<file path="src/rtl/adc_rdout_pkg.sv">
package adc_rdout_pkg;

    localparam int RD_WORD_W = 16;

    typedef enum logic [2:0] {
        ST_IDLE,
        ST_CONV,
        ST_BURST,
        ST_GAP,
        ST_QUIET
    } rd_state_e;

endpackage

</file>
<file path="src/rtl/adc_rdout_tmr.sv">
// Loadable down-counter shared by the conversion, pause and quiet waits.
module adc_rdout_tmr #(
    parameter int W = 8
) (
    input  logic         clk,
    input  logic         rst_n,
    input  logic         load,
    input  logic [W-1:0] load_val,
    output logic         done
);
    logic [W-1:0] cnt;

    always_ff @(posedge clk or negedge rst_n) begin
        if (!rst_n) begin
            cnt <= '0;
        end else if (load) begin
            cnt <= load_val;
        end else if (cnt != '0) begin
            cnt <= cnt - W'(1);
        end
    end

    assign done = (cnt == '0);
endmodule

</file>
<file path="src/rtl/adc_rdout_shift.sv">
// Capture shift register: two parallel words or one 2*WORD_W stream.
module adc_rdout_shift #(
    parameter int WORD_W = 16
) (
    input  logic              clk,
    input  logic              rst_n,
    input  logic              clear,
    input  logic              sample,
    input  logic              one_wire,
    input  logic              sdoa,
    input  logic              sdob,
    output logic [WORD_W-1:0] word_a,
    output logic [WORD_W-1:0] word_b
);
    localparam int CNT_W = $clog2(2 * WORD_W + 1);
    localparam logic [CNT_W-1:0] LIM_ONE = CNT_W'(2 * WORD_W);
    localparam logic [CNT_W-1:0] LIM_TWO = CNT_W'(WORD_W);

    logic [CNT_W-1:0] taken;
    logic             room;

    assign room = taken < (one_wire ? LIM_ONE : LIM_TWO);

    always_ff @(posedge clk or negedge rst_n) begin
        if (!rst_n) begin
            taken  <= '0;
            word_a <= '0;
            word_b <= '0;
        end else if (clear) begin
            taken  <= '0;
            word_a <= '0;
            word_b <= '0;
        end else if (sample && room) begin
            taken <= taken + CNT_W'(1);
            if (one_wire) begin
                {word_a, word_b} <= {word_a[WORD_W-2:0], word_b, sdoa};
            end else begin
                word_a <= {word_a[WORD_W-2:0], sdoa};
                word_b <= {word_b[WORD_W-2:0], sdob};
            end
        end
    end
endmodule

</file>
<file path="src/rtl/adc_rdout_dser.sv">
// Serializer for the data-in line, MSB first, zero fill after the word.
module adc_rdout_dser #(
    parameter int WORD_W = 16
) (
    input  logic              clk,
    input  logic              rst_n,
    input  logic              load,
    input  logic [WORD_W-1:0] load_word,
    input  logic              shift,
    input  logic              clear,
    output logic              din
);
    logic [WORD_W-1:0] sreg;

    always_ff @(posedge clk or negedge rst_n) begin
        if (!rst_n) begin
            sreg <= '0;
            din  <= 1'b0;
        end else if (load) begin
            sreg <= load_word;
            din  <= 1'b0;
        end else if (clear) begin
            sreg <= '0;
            din  <= 1'b0;
        end else if (shift) begin
            din  <= sreg[WORD_W-1];
            sreg <= {sreg[WORD_W-2:0], 1'b0};
        end
    end
endmodule

</file>
<file path="src/rtl/adc_rdout_ctrl.sv">
module adc_rdout_ctrl
    import adc_rdout_pkg::*;
#(
    parameter int HALF_DIV = 2,
    parameter int TMR_W    = 8,
    parameter int WORD_W   = RD_WORD_W
) (
    input  logic              clk,
    input  logic              rst_n,
    input  logic              start,
    input  logic              one_wire,
    input  logic              extra_clk,
    input  logic              cfg_wr_en,
    input  logic [WORD_W-1:0] cfg_word,
    input  logic [TMR_W-1:0]  conv_cycles,
    input  logic [TMR_W-1:0]  gap_cycles,
    input  logic [TMR_W-1:0]  quiet_cycles,
    output logic              busy,
    output logic              res_valid,
    output logic [WORD_W-1:0] res_a,
    output logic [WORD_W-1:0] res_b,
    output logic              adc_cs_n,
    output logic              adc_sclk,
    output logic              adc_din,
    input  logic              adc_sdoa,
    input  logic              adc_sdob
);
    localparam int PH_W  = (2 * HALF_DIV > 1) ? $clog2(2 * HALF_DIV) : 1;
    localparam int BIT_W = $clog2(2 * WORD_W + 2);
    localparam logic [PH_W-1:0]  PH_MID  = PH_W'(HALF_DIV - 1);
    localparam logic [PH_W-1:0]  PH_END  = PH_W'(2 * HALF_DIV - 1);
    localparam logic [BIT_W-1:0] LAST_2W = BIT_W'(WORD_W - 1);
    localparam logic [BIT_W-1:0] LAST_1W = BIT_W'(2 * WORD_W - 1);
    localparam logic [BIT_W-1:0] LAST_X  = BIT_W'(2 * WORD_W);

    rd_state_e state, state_nx;

    logic              cs_n_q, sclk_q, primed;
    logic              one_wire_q, extra_q;
    logic [TMR_W-1:0]  gap_q;
    logic [PH_W-1:0]   phase;
    logic [BIT_W-1:0]  bit_idx;
    logic [BIT_W-1:0]  bit_last;
    logic              ph_mid, ph_end, at_last, at_split;

    logic              tmr_load, tmr_done;
    logic [TMR_W-1:0]  tmr_val;
    logic              frame_begin, frame_end, fall_go, sample;
    logic [WORD_W-1:0] sh_a, sh_b;

    assign ph_mid   = (phase == PH_MID);
    assign ph_end   = (phase == PH_END);
    assign bit_last = one_wire_q ? (extra_q ? LAST_X : LAST_1W) : LAST_2W;
    assign at_last  = (bit_idx == bit_last);
    assign at_split = one_wire_q && (gap_q != '0) && (bit_idx == LAST_2W);

    // Next-state and strobe decode.
    always_comb begin
        state_nx    = state;
        tmr_load    = 1'b0;
        tmr_val     = '0;
        frame_begin = 1'b0;
        frame_end   = 1'b0;
        fall_go     = 1'b0;
        sample      = 1'b0;
        unique case (state)
            ST_IDLE: begin
                if (start) begin            // launch
                    state_nx    = ST_CONV;
                    tmr_load    = 1'b1;
                    tmr_val     = conv_cycles;
                    frame_begin = 1'b1;
                end
            end
            ST_CONV: begin
                if (tmr_done) begin         // conv_done
                    state_nx = ST_BURST;
                    fall_go  = 1'b1;
                end
            end
            ST_BURST: begin
                sample = ph_mid;
                if (ph_end) begin
                    if (at_last) begin      // frame_end
                        state_nx  = ST_QUIET;
                        tmr_load  = 1'b1;
                        tmr_val   = quiet_cycles;
                        frame_end = 1'b1;
                    end else if (at_split) begin   // split
                        state_nx = ST_GAP;
                        tmr_load = 1'b1;
                        tmr_val  = gap_q;
                    end else begin
                        fall_go = 1'b1;
                    end
                end
            end
            ST_GAP: begin
                if (tmr_done) begin         // resume
                    state_nx = ST_BURST;
                    fall_go  = 1'b1;
                end
            end
            ST_QUIET: begin
                if (tmr_done) begin         // rearm
                    state_nx = ST_IDLE;
                end
            end
            default: state_nx = ST_IDLE;
        endcase
    end

    // State register.
    always_ff @(posedge clk or negedge rst_n) begin
        if (!rst_n) begin
            state <= ST_IDLE;
        end else begin
            state <= state_nx;
        end
    end

    // Pin, counter and result registers.
    always_ff @(posedge clk or negedge rst_n) begin
        if (!rst_n) begin
            cs_n_q     <= 1'b1;
            sclk_q     <= 1'b1;
            phase      <= '0;
            bit_idx    <= '0;
            one_wire_q <= 1'b0;
            extra_q    <= 1'b0;
            gap_q      <= '0;
            primed     <= 1'b0;
            res_valid  <= 1'b0;
            res_a      <= '0;
            res_b      <= '0;
        end else begin
            res_valid <= 1'b0;
            if (frame_begin) begin
                cs_n_q     <= 1'b0;
                one_wire_q <= one_wire;
                extra_q    <= extra_clk & one_wire;
                gap_q      <= gap_cycles;
            end
            if (fall_go) begin
                sclk_q  <= 1'b0;
                phase   <= '0;
                bit_idx <= (state == ST_CONV) ? '0 : bit_idx + BIT_W'(1);
            end else if (state == ST_BURST) begin
                phase <= phase + PH_W'(1);
                if (ph_mid) begin
                    sclk_q <= 1'b1;
                end
            end
            if (frame_end) begin
                cs_n_q <= 1'b1;
                primed <= 1'b1;
                if (primed) begin
                    res_valid <= 1'b1;
                    res_a     <= sh_a;
                    res_b     <= sh_b;
                end
            end
        end
    end

    adc_rdout_tmr #(.W(TMR_W)) u_tmr (
        .clk      (clk),
        .rst_n    (rst_n),
        .load     (tmr_load),
        .load_val (tmr_val),
        .done     (tmr_done)
    );

    adc_rdout_shift #(.WORD_W(WORD_W)) u_shift (
        .clk      (clk),
        .rst_n    (rst_n),
        .clear    (frame_begin),
        .sample   (sample),
        .one_wire (one_wire_q),
        .sdoa     (adc_sdoa),
        .sdob     (adc_sdob),
        .word_a   (sh_a),
        .word_b   (sh_b)
    );

    adc_rdout_dser #(.WORD_W(WORD_W)) u_dser (
        .clk       (clk),
        .rst_n     (rst_n),
        .load      (frame_begin),
        .load_word (cfg_wr_en ? cfg_word : '0),
        .shift     (fall_go),
        .clear     (frame_end),
        .din       (adc_din)
    );

    assign busy     = (state != ST_IDLE);
    assign adc_cs_n = cs_n_q;
    assign adc_sclk = sclk_q;
endmodule

</file>
<file path="config.mk">
export PLATFORM = sky130hd
export DESIGN_NAME = adc_rdout_ctrl
export DESIGN_NICKNAME = d
export VERILOG_FILES = /design/src/rtl/adc_rdout_pkg.sv /design/src/rtl/adc_rdout_tmr.sv /design/src/rtl/adc_rdout_shift.sv /design/src/rtl/adc_rdout_dser.sv /design/src/rtl/adc_rdout_ctrl.sv
export SDC_FILE = /design/constraint.sdc
export NUM_CORES = 1
export LEC_CHECK = 0
export BUFFER_PORTS_ARGS = -buffer_cell sky130_fd_sc_hd__buf_2
export CAP_MARGIN = 0
export CORE_MARGIN = 2
export CORE_UTILIZATION = 45
export DETAILED_ROUTE_END_ITERATION = 7
export PLACE_DENSITY = 0.74
export SYNTH_ARGS = -nofsm -noshare
export SYNTH_HDL_FRONTEND = slang
export SYNTH_HIERARCHICAL = 1
export SYNTH_SLANG_ARGS = --single-unit
</file>
<file path="constraint.sdc">
create_clock -name clk -period 6.85 [get_ports clk]
set_input_delay 0.685 -clock clk [delete_from_list [all_inputs] [get_ports clk]]
set_output_delay 0.685 -clock clk [all_outputs]
set_load 0.005 [all_outputs]
</file>
==> tab_implementation.tex <==
\begin{tabular}{lr}
\hline
Metric & Value \\
\hline
\multicolumn{2}{l}{\textbf{Routing}} \\
Detailed-route wire length & 13000 um \\
Final ANT Viol Nets & 0 \\
Iteration-0 DRC Markers & 432 \\
Drt drc & 0 \\
Drt first pass iters & 5 \\
Wire length per cell after detailed routing & 15.9 um \\
Via count & 4571 \\
Via density & 5.61 \\
\multicolumn{2}{l}{\textbf{Status}} \\
Run status & finished clean \\
\multicolumn{2}{l}{\textbf{Pwr}} \\
Pwr/cell area & 231 nW/um\^{}2 \\
Static power due to leakage & 3.03 nW \\
Peak supply drop & 0.000133 V \\
\multicolumn{2}{l}{\textbf{Floorplanning}} \\
Floorplan die height & 118 um \\
Number of standard-cell rows in the floorplan & 41 \\
Chip Width & 118 um \\
Starting Density & 0.461 \\
Num ports & 85 \\
Core box area & 12600 sq um \\
Die area & 13800 sq um \\
\multicolumn{2}{l}{\textbf{CTS}} \\
Reg clk slew, reported paths & 0.05 ns \\
Clock latency reported for the late side of the worst-skew pair & 0.41 ns \\
Clock tree from TritonCTS & done \\
Hold\_buf cts & 0 \\
Cells resized by post-CTS repair & 0 \\
Maximum buffer depth of the clock tree & 2 \\
\# Post-CTS Setup Buffers & 0 \\
Number of CTS-inserted buffers & 17 \\
CTS H-tree lvls & 4 \\
CTS Root Cell & sky130\_fd\_sc\_hd\_\_clkbuf\_16 \\
Sink count of the clock tree & 120 \\
\multicolumn{2}{l}{\textbf{Global route}} \\
Total overflow reported by the global router & 0 \\
First-pass GRT wire length & 22100 um \\
Total track usage & 0.196 \\
Maximum number of pins on one net before global-route repair & 76 \\
Vias in the first global route & 4470 \\
Number of antenna violations at the first check in global routing & 0 \\
\multicolumn{2}{l}{\textbf{Worst setup path}} \\
Max incr delay on CP & 0.73 ns \\
WS Path Type & reg -> reg \\
Crit Reg-Reg Startpoint & u\_tmr/cnt[3]\$\_DFFE\_PN0P\_ \\
Data arrival time at the worst-slack endpoint & 3.28 ns \\
Critical path fanouts, max & 19 \\
Terminus of the critical flop-to-flop path & u\_dser/sreg[8]\$\_DFFE\_PN0P\_ \\
Slowest CP cell & sky130\_fd\_sc\_hd\_\_or4\_1 \\
Kind of capture point of the worst setup path & register \\
Cell breakdown of the critical path & or4\_1, nor3\_2, nand2\_1, nor2\_1, a21oi\_1, inv\_2, mux2i\_1, o21ai\_2 \\
CP required & 7.12 ns \\
Type of element launching the critical path & register \\
Worst-case reg-to-reg path depth & 8 \\
R2r setup slk & 3.84 ns \\
\multicolumn{2}{l}{\textbf{Timing}} \\
PnR worst setup slack & 3.84 ns \\
Unrepaired setup endpoints after global routing & false \\
Max-slew headroom & 0.184 \\
Minimum clock period & 3.01 ns \\
Final setup violation count & 0 \\
Sum of negative setup slack & 0 ns \\
Final setup skew & 0.00855 ns \\
Post-route clock period utilization & 0.439 \\
Number of max-slew violations in the final report & 0 \\
Final hold violation count & 0 \\
Slew at the pin closest to its max-slew limit & 1.22 ns \\
Upper clock frequency limit & 0.332 GHz \\
\multicolumn{2}{l}{\textbf{Synthesis}} \\
Avg Cell Area, Syn & 10.3 sq um \\
Count of unique library cells instantiated by Yosys & 64 \\
Number of enable-type register cells in the synthesized netlist & 0 \\
Primary flip-flop cell chosen by synthesis mapping & sky130\_fd\_sc\_hd\_\_dfrtp\_1 \\
Synthesized net count & 618 \\
Number of flip-flops and latches in the synthesized netlist & 120 \\
Synthesized instance count & 564 \\
Total number of yosys warnings & 6 \\
Sequential cell area fraction in the yosys report & 0.517 \\
Async set-or-reset flop fraction in the synthesized netlist & 1.00 \\
Post-synth design cell area & 5820 sq um \\
\multicolumn{2}{l}{\textbf{Place}} \\
Number of buffer cells added on primary ports & 84 \\
Post-detailed-placement half-perimeter wirelength & 8540 um \\
Pre-CTS setup slack & 3.92 ns \\
Routability congestion estimate & 0.866 \\
\multicolumn{2}{l}{\textbf{Hold path}} \\
Class of the worst hold path & in -> async \\
\multicolumn{2}{l}{\textbf{Finish}} \\
Area occupied by registers & 3010 sq um \\
Area taken by multi-input logic gates & 2540 sq um \\
Diodes inserted & 0 \\
Nets & 685 \\
Filler Cell Count & 1107 \\
Area growth from synthesis to layout & 17.5\% \\
Share of post-route cells with drive strength above 1 & 0.280 \\
\multicolumn{2}{l}{\textbf{Run}} \\
Max-Cap Viols & 0 \\
\hline
\end{tabular}
[state kept, by name, summed over array words and instances (netlist names), 2 cells and up]
| signal | cells |
|---|---|
| bit_idx | 6 |
| res_b | 16 |
| state | 3 |
| phase | 2 |
| res_a | 16 |
| u_shift/word_a | 16 |
| u_tmr/cnt | 8 |
| gap_q | 8 |
| u_dser/sreg | 16 |
| u_shift/taken | 6 |
| u_shift/word_b | 16 |
[area by class of cell]
cell class / count / share of cell area
flip-flops and latches: 120 / 0.440
multi-input cells: 391 / 0.372
repair buffers: 88 / 0.0663
clock inverters: 13 / 0.0185
inverters: 13 / 0.00714
clock buffers: 18 / 0.0643
well taps: 172 / 0.0315
[power breakdown]
| part | internal, mW | leakage, nW | switching, mW | total, mW |
|---|---|---|---|---|
| logic | 0.0128 | 1.33 | 0.0206 | 0.0334 |
| clock network | 0.508 | 0.265 | 0.330 | 0.838 |
| registers | 0.709 | 1.44 | 0 | 0.709 |
[cells in the mapped netlist, types with 3 or more instances]
library cell / count / area [sq um]
sky130_fd_sc_hd__dfrtp_1: 118 / 2950
sky130_fd_sc_hd__nand2_1: 68 / 255
sky130_fd_sc_hd__o21ai_0: 52 / 260
sky130_fd_sc_hd__a21oi_1: 41 / 205
sky130_fd_sc_hd__nand3_1: 37 / 185
sky130_fd_sc_hd__mux2_2: 35 / 394
sky130_fd_sc_hd__mux2i_1: 22 / 220
sky130_fd_sc_hd__clkbuf_1: 19 / 71.3
sky130_fd_sc_hd__and2_1: 18 / 113
sky130_fd_sc_hd__nor2_1: 17 / 63.8
sky130_fd_sc_hd__buf_2: 13 / 65.1
sky130_fd_sc_hd__inv_1: 11 / 41.3
sky130_fd_sc_hd__o21ai_2: 10 / 87.6
sky130_fd_sc_hd__a22o_1: 8 / 70.1
sky130_fd_sc_hd__o31ai_1: 7 / 52.6
sky130_fd_sc_hd__ha_1: 6 / 75.1
sky130_fd_sc_hd__nor2b_1: 5 / 31.3
sky130_fd_sc_hd__buf_6: 4 / 45.0
sky130_fd_sc_hd__nand2b_1: 4 / 25.0
sky130_fd_sc_hd__nor3_1: 4 / 20.0
sky130_fd_sc_hd__or4_1: 4 / 30.0
sky130_fd_sc_hd__a21o_1: 3 / 22.5
sky130_fd_sc_hd__a31oi_1: 3 / 18.8
sky130_fd_sc_hd__nor4_1: 3 / 18.8
[routing by layer]
| layer | vias up | part of all wire | GRT usage |
|---|---|---|---|
| met2 | 161 | 0.47 | 0.294 |
| met4 | 0 | 0.014 | 0.0625 |
| met5 | - | 0 | 0 |
| met3 | 16 | 0.057 | 0.0625 |
| li1 | 2137 | - | - |
| met1 | 2257 | 0.46 | 0.270 |
[layout by cell type (no fill, tap or decap), drive strengths merged, types with 3 or more instances in the layout]
cell type  count
nor2b          5
nand3         37
ha             6
and2          19
nor4           4
o31ai          7
dfrtp        118
nand2         69
clkinv         7
or2            3
a31oi          3
nor2          17
a21oi         41
mux2i         22
or4            4
o21a           3
clkbuf        18
o21ai         63
clkinvlp       4
a21o           3
nor3b          3
inv           14
nor3           5
mux2          35
buf           88
a22o           8
nand2b         5
[worst max-delay path by stage]
stage,startpoint,end,slack (ns),depth (start not counted)
finish,u_tmr/cnt[3]$_DFFE_PN0P_,u_dser/sreg[8]$_DFFE_PN0P_,3.84,8
global placement,state[2]$_DFFE_PN0P_,u_shift/taken[5]$_DFFE_PN0P_,4.05,6
detailed placement,state[0]$_DFFE_PN0P_,u_dser/sreg[11]$_DFFE_PN0P_,3.92,6
floorplan,u_tmr/cnt[3]$_DFFE_PN0P_,u_dser/sreg[1]$_DFFE_PN0P_,4.30,12
CTS,state[0]$_DFFE_PN0P_,u_dser/sreg[11]$_DFFE_PN0P_,3.89,6
global route,state[0]$_DFFE_PN0P_,u_dser/sreg[11]$_DFFE_PN0P_,3.63,6
[cells by family after synthesis]
family	synth area share
simple gates	0.161
compound gates	0.154
flops	0.517
mux	0.106
buf+inv	0.0463
fa+ha+maj	0.0129
xor+xnor	0.00301
[stage by stage]
step           utilization  power [mW]  std cells  cell area (sq um)  hold WS, ns
6_report             0.541        1.58        815               6830        0.287
5_1_grt              0.541        1.63        815               6830        0.325
4_1_cts              0.541        1.60        815               6830        0.301
3_5_place_dp         0.497       0.756        784               6270        0.478
3_3_place_gp         0.497       0.755        784               6270        0.473
2_1_floorplan            -       0.727        564               5820        0.389
[critical path, delay by kind of cell (launching register included)]
kind                   cells  cell delay, ns
flip-flops                 1            0.44
buffers and inverters      1            0.47
AO/OA/AOI/OAI              2            0.28
multiplexers               1            0.28
AND/OR/NAND/NOR            4            1.38
Note: power is estimated with default switching activity, not from simulation.
